**config.mk**
```make
export PLATFORM = sky130hd
export DESIGN_NAME = lbs_slave
export DESIGN_NICKNAME = d
export VERILOG_FILES = /design/src/rtl/lbs_pkg.sv /design/src/rtl/lbs_be_decode.sv /design/src/rtl/lbs_regbank.sv /design/src/rtl/lbs_hs_fsm.sv /design/src/rtl/lbs_slave.sv
export SDC_FILE = /design/constraint.sdc
export NUM_CORES = 1
export LEC_CHECK = 0
export CORE_ASPECT_RATIO = 0.6
export CORE_UTILIZATION = 30
export DETAILED_ROUTE_END_ITERATION = 7
export DONT_BUFFER_PORTS = 1
export GPL_TIMING_DRIVEN = 0
export HOLD_SLACK_MARGIN = 0.06
export PLACE_DENSITY = 0.5
export SETUP_SLACK_MARGIN = 0.3
export SYNTH_ARGS = -nofsm -noshare
export SYNTH_HDL_FRONTEND = slang
export SYNTH_SLANG_ARGS = --single-unit
```
**constraint.sdc**
```tcl
create_clock -name clk -period 4.9 [get_ports clk]
set_input_delay 0.49 -clock clk [delete_from_list [all_inputs] [get_ports clk]]
set_output_delay 0.49 -clock clk [all_outputs]
set_load 0.01 [all_outputs]
```
**src/rtl/lbs_pkg.sv**
```systemverilog
// Package: shared types for the local-bus slave.
// Assumes: nothing beyond IEEE 1800-2017.
package lbs_pkg;

    // Handshake controller states.
    typedef enum logic [2:0] {
        ST_IDLE       = 3'd0,
        ST_XFER       = 3'd1,
        ST_READY      = 3'd2,
        ST_WAIT_RET   = 3'd3,
        ST_WAIT_STATE = 3'd4
    } lbs_state_e;

endpackage

```
**src/rtl/lbs_be_decode.sv**
```systemverilog
// Module: byte-enable decoder.
// Turns active-low enables into an active-high lane mask. Legal patterns are
// all lanes, either aligned half, or one single lane. Anything else is flagged
// invalid and yields an empty mask.
// Assumes: LANES is even and at least 2.
module lbs_be_decode #(
    parameter int LANES = 4
) (
    input  logic [LANES-1:0] be_n,
    output logic [LANES-1:0] lane_mask,
    output logic             valid
);

    localparam int              HALF    = LANES / 2;
    localparam logic [LANES-1:0] ALL_ON = {LANES{1'b1}};
    localparam logic [LANES-1:0] LO_HALF = ALL_ON >> HALF;
    localparam logic [LANES-1:0] HI_HALF = LO_HALF << HALF;

    logic [LANES-1:0] en;
    logic [LANES-1:0] single_hit;

    assign en = ~be_n;

    // One comparator per lane that flags a lone single-lane enable.
    for (genvar g = 0; g < LANES; g++) begin : g_single
        localparam logic [LANES-1:0] ONE_LANE = LANES'(1) << g;
        assign single_hit[g] = (en == ONE_LANE);
    end

    // Classify the pattern and gate the mask with validity.
    always_comb begin
        valid     = (|single_hit) || (en == ALL_ON) || (en == LO_HALF) || (en == HI_HALF);
        lane_mask = valid ? en : '0;
    end

endmodule

```
**src/rtl/lbs_regbank.sv**
```systemverilog
// Module: register bank behind the slave.
// NUM_REGS words of DATA_W bits. Lane-masked writes, and a read port that
// zeroes the lanes that are not selected.
// Assumes: DATA_W is a multiple of 8.
module lbs_regbank #(
    parameter int DATA_W = 32,
    parameter int ADDR_W = 3
) (
    input  logic                clk,
    input  logic                rst_n,
    input  logic                wr_en,
    input  logic [ADDR_W-1:0]   addr,
    input  logic [DATA_W/8-1:0] lane_mask,
    input  logic [DATA_W-1:0]   wdata,
    output logic [DATA_W-1:0]   rd_data
);

    localparam int LANES    = DATA_W / 8;
    localparam int NUM_REGS = 1 << ADDR_W;

    logic [DATA_W-1:0] mem [NUM_REGS];
    logic [DATA_W-1:0] byte_mask;

    // Widen each lane bit to a full byte of mask.
    for (genvar l = 0; l < LANES; l++) begin : g_lane
        assign byte_mask[l*8 +: 8] = {8{lane_mask[l]}};
    end

    // Clear on reset and write only the selected lanes.
    always_ff @(posedge clk) begin
        if (!rst_n) begin
            for (int r = 0; r < NUM_REGS; r++) begin
                mem[r] <= '0;
            end
        end else if (wr_en) begin
            for (int l = 0; l < LANES; l++) begin
                if (lane_mask[l]) begin
                    mem[addr][l*8 +: 8] <= wdata[l*8 +: 8];
                end
            end
        end
    end

    // Masked read of the addressed word.
    assign rd_data = mem[addr] & byte_mask;

endmodule

```
**src/rtl/lbs_hs_fsm.sv**
```systemverilog
// Module: cycle handshake controller.
// Sequence: IDLE -> XFER -> READY (strobe) -> optional wait -> IDLE.
// In handshake mode it waits for a ready-return sampled on the rising edge.
// In burst mode it inserts wait states while a falling-edge capture of
// ready-return stays low. Any wait ends after TIMEOUT clocks.
// Assumes: TIMEOUT >= 1, and inputs are synchronous to clk.
module lbs_hs_fsm
    import lbs_pkg::*;
#(
    parameter int TIMEOUT = 16
) (
    input  logic clk,
    input  logic rst_n,
    input  logic cyc_valid,
    input  logic mode_in,
    input  logic rdy_ret_n,
    output logic accept,
    output logic xfer,
    output logic hold,
    output logic srdy_n
);

    localparam int               CNT_W = $clog2(TIMEOUT + 1);
    localparam logic [CNT_W-1:0] LAST  = CNT_W'(TIMEOUT - 1);

    lbs_state_e       state, state_nx;
    logic [CNT_W-1:0] wait_cnt;
    logic             mode_q;
    logic             ret_fall_q;
    logic             limit;

    // Capture ready-return on the falling edge for burst mode.
    always_ff @(negedge clk) begin
        if (!rst_n) ret_fall_q <= 1'b1;
        else        ret_fall_q <= rdy_ret_n;
    end

    assign limit = (wait_cnt == LAST);

    // Next-state decision for the handshake sequence.
    always_comb begin
        state_nx = state;
        unique case (state)
            ST_IDLE:       if (cyc_valid) state_nx = ST_XFER;
            ST_XFER:       state_nx = ST_READY;
            ST_READY: begin
                if (mode_q) state_nx = ret_fall_q ? ST_IDLE : ST_WAIT_STATE;
                else        state_nx = rdy_ret_n  ? ST_WAIT_RET : ST_IDLE;
            end
            ST_WAIT_RET:   if (!rdy_ret_n || limit) state_nx = ST_IDLE;
            ST_WAIT_STATE: if (ret_fall_q || limit) state_nx = ST_IDLE;
            default:       state_nx = ST_IDLE;
        endcase
    end

    // State register, wait counter and per-cycle mode latch.
    always_ff @(posedge clk) begin
        if (!rst_n) begin
            state    <= ST_IDLE;
            wait_cnt <= '0;
            mode_q   <= 1'b0;
        end else begin
            state <= state_nx;
            if (state == ST_WAIT_RET || state == ST_WAIT_STATE) wait_cnt <= wait_cnt + 1'b1;
            else                                                 wait_cnt <= '0;
            if (state == ST_IDLE && cyc_valid) mode_q <= mode_in;
        end
    end

    assign accept = (state == ST_IDLE) && cyc_valid;
    assign xfer   = (state == ST_XFER);
    assign hold   = (state == ST_READY) || (state == ST_WAIT_RET) || (state == ST_WAIT_STATE);
    assign srdy_n = (state != ST_READY);

    AST_SRDY_SINGLE: assert property (@(posedge clk) disable iff (!rst_n)
        !srdy_n |=> srdy_n);
    AST_SRDY_AFTER_XFER: assert property (@(posedge clk) disable iff (!rst_n)
        $fell(srdy_n) |-> $past(xfer));
    AST_RETURN_CLOSES: assert property (@(posedge clk) disable iff (!rst_n)
        (state == ST_WAIT_RET && !rdy_ret_n) |=> (state == ST_IDLE));
    AST_BURST_HOLD: assert property (@(posedge clk) disable iff (!rst_n)
        (state == ST_WAIT_STATE && !ret_fall_q && !limit) |=> (state == ST_WAIT_STATE));
    AST_WAIT_BOUND: assert property (@(posedge clk) disable iff (!rst_n)
        hold |-> (wait_cnt < CNT_W'(TIMEOUT)));
    AST_MODE_LATCHED: assert property (@(posedge clk) disable iff (!rst_n)
        hold |-> $stable(mode_q));

endmodule

```
**src/rtl/lbs_slave.sv**
```systemverilog
// Module: synchronous local-bus slave (top).
// Latches a host request, decodes its enables, performs the transfer on the
// register bank, and runs the ready / ready-return handshake. Read data is
// driven from the strobe clock until the cycle closes.
// Assumes: DATA_W = 32 for the four-lane enable table. All inputs are
// synchronous to clk, and reset is synchronous and active low.
module lbs_slave
    import lbs_pkg::*;
#(
    parameter int DATA_W  = 32,
    parameter int ADDR_W  = 3,
    parameter int TIMEOUT = 16
) (
    input  logic                clk,
    input  logic                rst_n,
    input  logic                mode_burst,
    input  logic                cyc_valid,
    input  logic                cyc_write,
    input  logic [ADDR_W-1:0]   cyc_addr,
    input  logic [DATA_W/8-1:0] be_n,
    input  logic [DATA_W-1:0]   wdata,
    input  logic                rdy_ret_n,
    output logic                srdy_n,
    output logic                rdata_oe,
    output logic [DATA_W-1:0]   rdata
);

    localparam int LANES = DATA_W / 8;

    logic              accept, xfer, hold;
    logic              wr_q;
    logic [ADDR_W-1:0] addr_q;
    logic [LANES-1:0]  be_q;
    logic [DATA_W-1:0] wdata_q;
    logic [LANES-1:0]  lane_mask;
    logic              dec_valid;
    logic [DATA_W-1:0] bank_rd;
    logic [DATA_W-1:0] rdata_q;

    lbs_hs_fsm #(.TIMEOUT(TIMEOUT)) u_fsm (
        .clk       (clk),
        .rst_n     (rst_n),
        .cyc_valid (cyc_valid),
        .mode_in   (mode_burst),
        .rdy_ret_n (rdy_ret_n),
        .accept    (accept),
        .xfer      (xfer),
        .hold      (hold),
        .srdy_n    (srdy_n)
    );

    lbs_be_decode #(.LANES(LANES)) u_dec (
        .be_n      (be_q),
        .lane_mask (lane_mask),
        .valid     (dec_valid)
    );

    lbs_regbank #(.DATA_W(DATA_W), .ADDR_W(ADDR_W)) u_bank (
        .clk       (clk),
        .rst_n     (rst_n),
        .wr_en     (xfer && wr_q && dec_valid),
        .addr      (addr_q),
        .lane_mask (lane_mask),
        .wdata     (wdata_q),
        .rd_data   (bank_rd)
    );

    // Latch the request attributes when a cycle is accepted.
    always_ff @(posedge clk) begin
        if (!rst_n) begin
            wr_q    <= 1'b0;
            addr_q  <= '0;
            be_q    <= '1;
            wdata_q <= '0;
        end else if (accept) begin
            wr_q    <= cyc_write;
            addr_q  <= cyc_addr;
            be_q    <= be_n;
            wdata_q <= wdata;
        end
    end

    // Capture read data during the transfer clock.
    always_ff @(posedge clk) begin
        if (!rst_n)          rdata_q <= '0;
        else if (xfer && !wr_q) rdata_q <= dec_valid ? bank_rd : '0;
    end

    assign rdata_oe = hold && !wr_q;
    assign rdata    = rdata_oe ? rdata_q : '0;

    AST_OE_WITH_READY: assert property (@(posedge clk) disable iff (!rst_n)
        $rose(rdata_oe) |-> !srdy_n);
    AST_RDATA_HELD: assert property (@(posedge clk) disable iff (!rst_n)
        (rdata_oe && $past(rdata_oe)) |-> $stable(rdata));
    AST_INVALID_EMPTY: assert property (@(posedge clk) disable iff (!rst_n)
        (xfer && !dec_valid) |-> (lane_mask == '0));
    AST_REQ_HELD: assert property (@(posedge clk) disable iff (!rst_n)
        hold |-> ($stable(addr_q) && $stable(wr_q)));

endmodule

```
==> metrics.md, run 1 <==
| Metric | Value |
|---|---|
| Slew Viols, Final | 0 |
| GR Overflow Total | 0 |
| Bufs and invs on worst path | 2 |
| Vias per cell | 5.18 |
| Initial Util | 30.6% |
| Slew headroom | 16.6% |
| Final Setup Violations | 0 |
| Die ar. | 0.0549 mm² |
| Residual DRC | 2 |
| Initial antenna violation count | 2 |
| Finished Core Util | 34.7% |
| Setup Crit Path Kind | flip-flop to primary output |
| Area leader, netlist | edfxtp_1 |
| Outcome | finished, violations left |
| Max FO, Critical Path | 10 |
| Post-synth ARST share | 0% |
| Final Hold Viols | 0 |
| Largest net degree at the start of global routing | 15 |
| Global-route wire length before repair | 73,000 µm |
| Static Leak | 0.00596 µW |
| Unrepaired setup endpoints after global routing | no |
| Failing checks | design-rule violations |
| # resized after CTS | 0 |
| Reg2reg start | u_fsm.ret_fall_q |
| Area contributors post-synth | edfxtp_1, dfxtp_1, mux2_2 |
| Unique masters post-synth | 55 |
| Worst VDD drop | 0.000178 V |
| Post-layout instance area | 0.0184 mm² |
| Placed Cells | 1,973 |
| Most frequent cells in the layout | edfxtp_1, mux2_2, nor3_2 |
| Place WS | 1190 ps |
| Hold depth | 2 |
| Syn_nets | 1,307 |
| CP Launch Point | u_fsm.state[2] |
| Clock tree buffer depth | 3 |
| Critical path depth | 5 |
| Critical Path AT | 2820 ps |
| FF-to-FF path depth | 1 |
| Slowest stage delay, CP | 620 ps |
| Leading cell type in the layout, fill and taps excluded | edfxtp_1 |
| Final worst setup slack | 1590 ps |
| Die H | 182 µm |
| Total negative slack | 0 ps |
| HPWL Detailed | 36,200 µm |
| Layout Nets | 1,355 |
| Critical Path RT | 4410 ps |
| Filler Cell Count | 5,235 |
| CTS sink count | 341 |
| Top cell type's share of synthesized area | 47.5% |
| Synth Instances | 1,260 |
| Critical Path End Type | primary output |
| WL per Instance | 24.7 µm |
| Layout Skew | 49.2 ps |
| Port bufs | 0 |
| Crit path cell chain | buf_2 > or3b_1 > a21oi_2 > clkbuf_2 > and2_1 |
| Number of global-route vias before repair | 10,400 |
| Io pins | 79 |
| Drt first pass iters | 7 |
| FF+latch count, synth | 341 |
| Die Width | 302 µm |
| Total wire length after detailed routing | 50,300 µm |
| Depth of the CTS H-tree | 2 |
| Pwr dens | 370 mW/mm² |
| EDFF count, synth | 256 |
| Crit path max-delay family | simple AND/OR/NAND/NOR gates |
| Post-CTS Setup Repair Bufs | 0 |
| Startpoint types | flip-flop |
| Placed inst area | 0.0171 mm² |
| Total GRT Usage | 18.4% |
| Critical Path Slowest Stage Cell | a21oi_2 |
| Synthesized cell area | 0.0162 mm² |
| Min cycle time layout | 3310 ps |
| Ys flop type | edfxtp_1 |
| Post-synthesis sequential area ratio | 58.0% |
| CTS tree | yes |
| Hold_buf cts | 0 |
| Yosys Warn Count | 0 |
| Routed Antenna Nets | 0 |
| Fraction of layout cells with a size suffix above 1 | 32.6% |
| Layout Cells excl Fill | 2,041 |
| CTS Buf Count | 36 |
| Vias | 10,600 |
| GPL Wtd Cong | 0.827 |
| Core ar. | 0.0529 mm² |
| HP Start | wdata[23] |
| DR iter-0 viols | 1,040 |
| Area grow syn2layout | 13.5% |
| Root buffer cell | clkbuf_16 |
| Fmax | 302 MHz |
| Worst-skew pair later-pin latency | 580 ps |
| CTS clk-pin slew, worst paths | 70 ps |
| Hold WC Path Type | input port to flip-flop |
| MaxCap Viol Count | 0 |
| Syn avg cell area | 12.8 µm² |
| Slew @ Worst Pin | 1240 ps |
| Period utilization | 67.6% |
| Row count | 65 |
[flip-flops by register name, summed over array words and instances (netlist names), 3 cells and up, named ones only]
name and cells:
wdata_q 32, rdata_q 32, u_bank.mem 256, be_q 4, u_fsm.state 3, u_fsm.wait_cnt 5, addr_q 3
[worst paths after layout]
check	end	slack (ps)
worst min-delay path	wdata_q[23]	80
worst max register to register	u_fsm.state[2]	1700
worst min register to register	u_fsm.wait_cnt[0]	450
worst max-delay path	rdata[15]	1590
[layer usage]
layer / GRT usage, % / wire length, µm / vias up
li1: - / - / 4796
met1: 29.9 / 25900 / 5357
met2: 24.3 / 19700 / 370
met3: 4.46 / 4150 / 48
met4: 2.83 / 563 / 0
met5: 0 / 0 / -
[power by group]
part / internal (µW) / leakage (µW) / switching (µW)
Sequential: 3200 / 0.00334 / 44.2
Combinational: 204 / 0.00200 / 510
Clock: 1630 / 0.000629 / 1220
[per-stage QoR]
step,total power [µW],hold slack [ps]
2_1_floorplan,3760,418
6_report,6800,80.3
4_1_cts,6830,67.4
3_5_place_dp,4020,442
5_1_grt,7000,73.6
3_3_place_gp,4000,432
[cell families (layout without fill, tap and decap cells)]
family / count (synthesis) / in the layout / synth area share [%]
simple gates: 454 / 454 / 19.0
buf+inv: 152 / 228 / 5.21
compound gates: 182 / 182 / 8.50
other cells: 0 / 2 / 0
xor+xnor: 2 / 2 / 0.108
flops: 341 / 341 / 58.0
fa+ha+maj: 2 / 2 / 0.155
mux: 127 / 127 / 8.97
[cell type report]
cell class	instances	area, µm²	area share (%)
Timing Repair Buffer	10	75.1	0.409
Buffer	112	693	3.78
Clock buffer	51	1090	5.96
Inverter	39	146	0.797
Tap cell	703	880	4.79
Antenna cell	2	5.00	0.0273
Multi-Input combinational cell	767	5950	32.4
Clock inverter	16	126	0.688
Sequential cell	341	9390	51.1
[synth_stat cells, types with 3 or more instances]
cell type	number
nand3_1	33
edfxtp_1	256
a21boi_1	10
or3_4	4
o211ai_1	5
nor3_2	122
dfxtp_1	85
and2_1	66
o22ai_1	62
inv_1	40
a2111oi_4	4
o21ai_0	28
nand2_1	81
nand4b_4	3
buf_2	56
a21boi_0	28
nor3_1	106
o2111ai_4	4
nand2b_1	11
mux2_2	124
clkbuf_1	23
buf_6	23
o31ai_1	31
nor2_1	8
buf_4	3
o21ai_2	4
buf_1	4
Note: power is estimated with default switching activity, not from simulation.
==> inputs of run 2 (changes only) <==
--- a/config.mk
+++ b/config.mk
@@ -11,7 +11,7 @@
 export DONT_BUFFER_PORTS = 1
 export GPL_TIMING_DRIVEN = 0
 export HOLD_SLACK_MARGIN = 0.06
-export PLACE_DENSITY = 0.5
+export PLACE_DENSITY = 0.51
 export SETUP_SLACK_MARGIN = 0.3
 export SYNTH_ARGS = -nofsm -noshare
 export SYNTH_HDL_FRONTEND = slang
==> constraint.sdc (replaced) <==
create_clock -name clk -period 3 [get_ports clk]
set_input_delay 0.3 -clock clk [delete_from_list [all_inputs] [get_ports clk]]
set_output_delay 0.3 -clock clk [all_outputs]
set_load 0.01 [all_outputs]
==> metrics.md, run 2 (synthesis gave the netlist of run 1 again) <==
| Metric | Value |
|---|---|
| Pwr dens | 593 mW/mm² |
| Row count | 65 |
| Root buffer cell | clkbuf_16 |
| WL per Instance | 24.2 µm |
| FF-to-FF path depth | 5 |
| Unrepaired setup endpoints after global routing | yes |
| Clock tree buffer depth | 3 |
| Capturing point of the worst reg2reg path | u_bank.mem[1][14] |
| Total design power | 11,200 µW |
| Hold WC Path Type | input port to flip-flop |
| Total wire length after detailed routing | 50,300 µm |
| Largest reg by FF count | u_bank.mem |
| Layout Skew | 51.4 ps |
| Final Hold Viols | 0 |
| Io pins | 79 |
| DR iter-0 viols | 985 |
| Total GRT Usage | 18.4% |
| Hold depth | 3 |
| Final Setup Violations | 0 |
| Startpoint types | flip-flop |
| Static Leak | 0.00615 µW |
| Crit path max-delay family | buffers and inverters |
| Placed Cells | 1,974 |
| Critical Path RT | 2700 ps |
| Drt first pass iters | 7 |
| Port bufs | 0 |
| Bufs and invs on worst path | 4 |
| CTS clk-pin slew, worst paths | 60 ps |
| Leading cell type in the layout, fill and taps excluded | edfxtp_1 |
| Slew Viols, Final | 0 |
| Worst-skew pair later-pin latency | 580 ps |
| Slowest stage delay, CP | 430 ps |
| Total negative slack | 0 ps |
| Largest net degree at the start of global routing | 16 |
| Reg2reg start | be_q[3] |
| GR Overflow Total | 0 |
| Die H | 182 µm |
| Critical Path AT | 2310 ps |
| Layout Cells excl Fill | 2,083 |
| Setup Crit Path Kind | flip-flop to primary output |
| Die ar. | 0.0549 mm² |
| GPL Wtd Cong | 0.817 |
| Critical Path Slowest Stage Cell | or3b_1 |
| Regs by FF count | u_bank.mem x256, rdata_q x32, wdata_q x32 |
| Crit path cell chain | clkbuf_4 > or3b_1 > a21oi_4 > buf_12 > buf_12 > clkbuf_4 > and2_1 |
| Critical Path End Type | primary output |
| Fmax | 383 MHz |
| Initial antenna violation count | 2 |
| Core ar. | 0.0529 mm² |
| Area grow syn2layout | 16.5% |
| CTS tree | yes |
| Residual DRC | 4 |
| MaxCap Viol Count | 0 |
| CTS sink count | 341 |
| Outcome | finished, violations left |
| Worst Hold Endpoint | wdata_q[31] |
| Initial Util | 30.6% |
| Max FO, Critical Path | 10 |
| Flop-to-flop setup slack | 390 ps |
| Die Width | 302 µm |
| Failing checks | design-rule violations |
| CTS Buf Count | 35 |
| Slew headroom | 26.9% |
| Routed Antenna Nets | 0 |
| Period utilization | 87.1% |
| Fraction of layout cells with a size suffix above 1 | 31.7% |
| HPWL Detailed | 36,400 µm |
| Slew @ Worst Pin | 1090 ps |
| Most frequent cells in the layout | edfxtp_1, mux2_2, nor3_2 |
| Vias per cell | 5.15 |
| Max reg flops | 256 |
| Min cycle time layout | 2610 ps |
| Number of global-route vias before repair | 10,400 |
| HP Start | cyc_valid |
| Vias | 10,700 |
| Global-route wire length before repair | 72,800 µm |
| Depth of the CTS H-tree | 2 |
| Layout Nets | 1,402 |
| Worst VDD drop | 0.000323 V |
==> run 2: worst min-delay path, cell delays in order <==
cell,delay [ps]
nor4b_4,170
nand2_1,80
a21boi_0,60
==> run 2: report_power, final <==
group	internal, µW	switching, µW
Sequential	5220	71.2
Clock	2710	1950
Combinational	386	854
==> run 2: final cells by class <==
cell class	count	area (µm²)
sequential	341	9390
clock inverter	14	126
timing repair buffer	58	563
multi-input combinational	767	5970
tap	703	880
inverter	39	146
buffer	112	703
antenna	1	2.50
clock buffer	48	1080
fill	5178	34100
==> run 2: worst max path at each step <==
stage / endpoint / from / depth (start not counted)
2_1_floorplan: u_fsm.ret_fall_q / rst_n / 2
3_3_place_gp: u_bank.mem[2][12] / u_fsm.state[0] / 4
3_5_place_dp: u_bank.mem[4][26] / be_q[1] / 5
4_1_cts: u_bank.mem[5][6] / u_fsm.state[0] / 5
5_1_grt: rdata[5] / u_fsm.state[2] / 7
6_report: rdata[10] / u_fsm.state[2] / 7
==> run 2: metrics by stage <==
| stage | cell area, µm² | worst slack, ps | hold slack [ps] | util [%] |
|---|---|---|---|---|
| floorplan | 16200 | 784 | 418 | - |
| global placement | 17100 | -93.6 | 431 | 32.2 |
| detailed placement | 17100 | 64.3 | 448 | 32.4 |
| CTS | 18800 | 297 | 113 | 35.6 |
| global route | 18900 | 281 | 133 | 35.6 |
| finish | 18900 | 388 | 122 | 35.6 |
==> run 2: what timing repair did <==
| action | CTS | global route |
|---|---|---|
| pin swaps | 3 | 1 |
| setup buffers | 5 | 0 |
| hold buffers | 42 | 0 |
| endpoints found under the hold margin | 46 | 0 |
| gates resized for setup | 11 | 9 |
| setup endpoints to repair | 121 | 62 |
==> run 2: metal layers <==
metal	GRT usage, %	share of wire, %	vias to the layer above
met3	5.66	9.6	44
met1	29.6	51	5402
met2	23.6	38	401
met4	2.83	1.2	0
met5	0	0	-
li1	-	-	4876
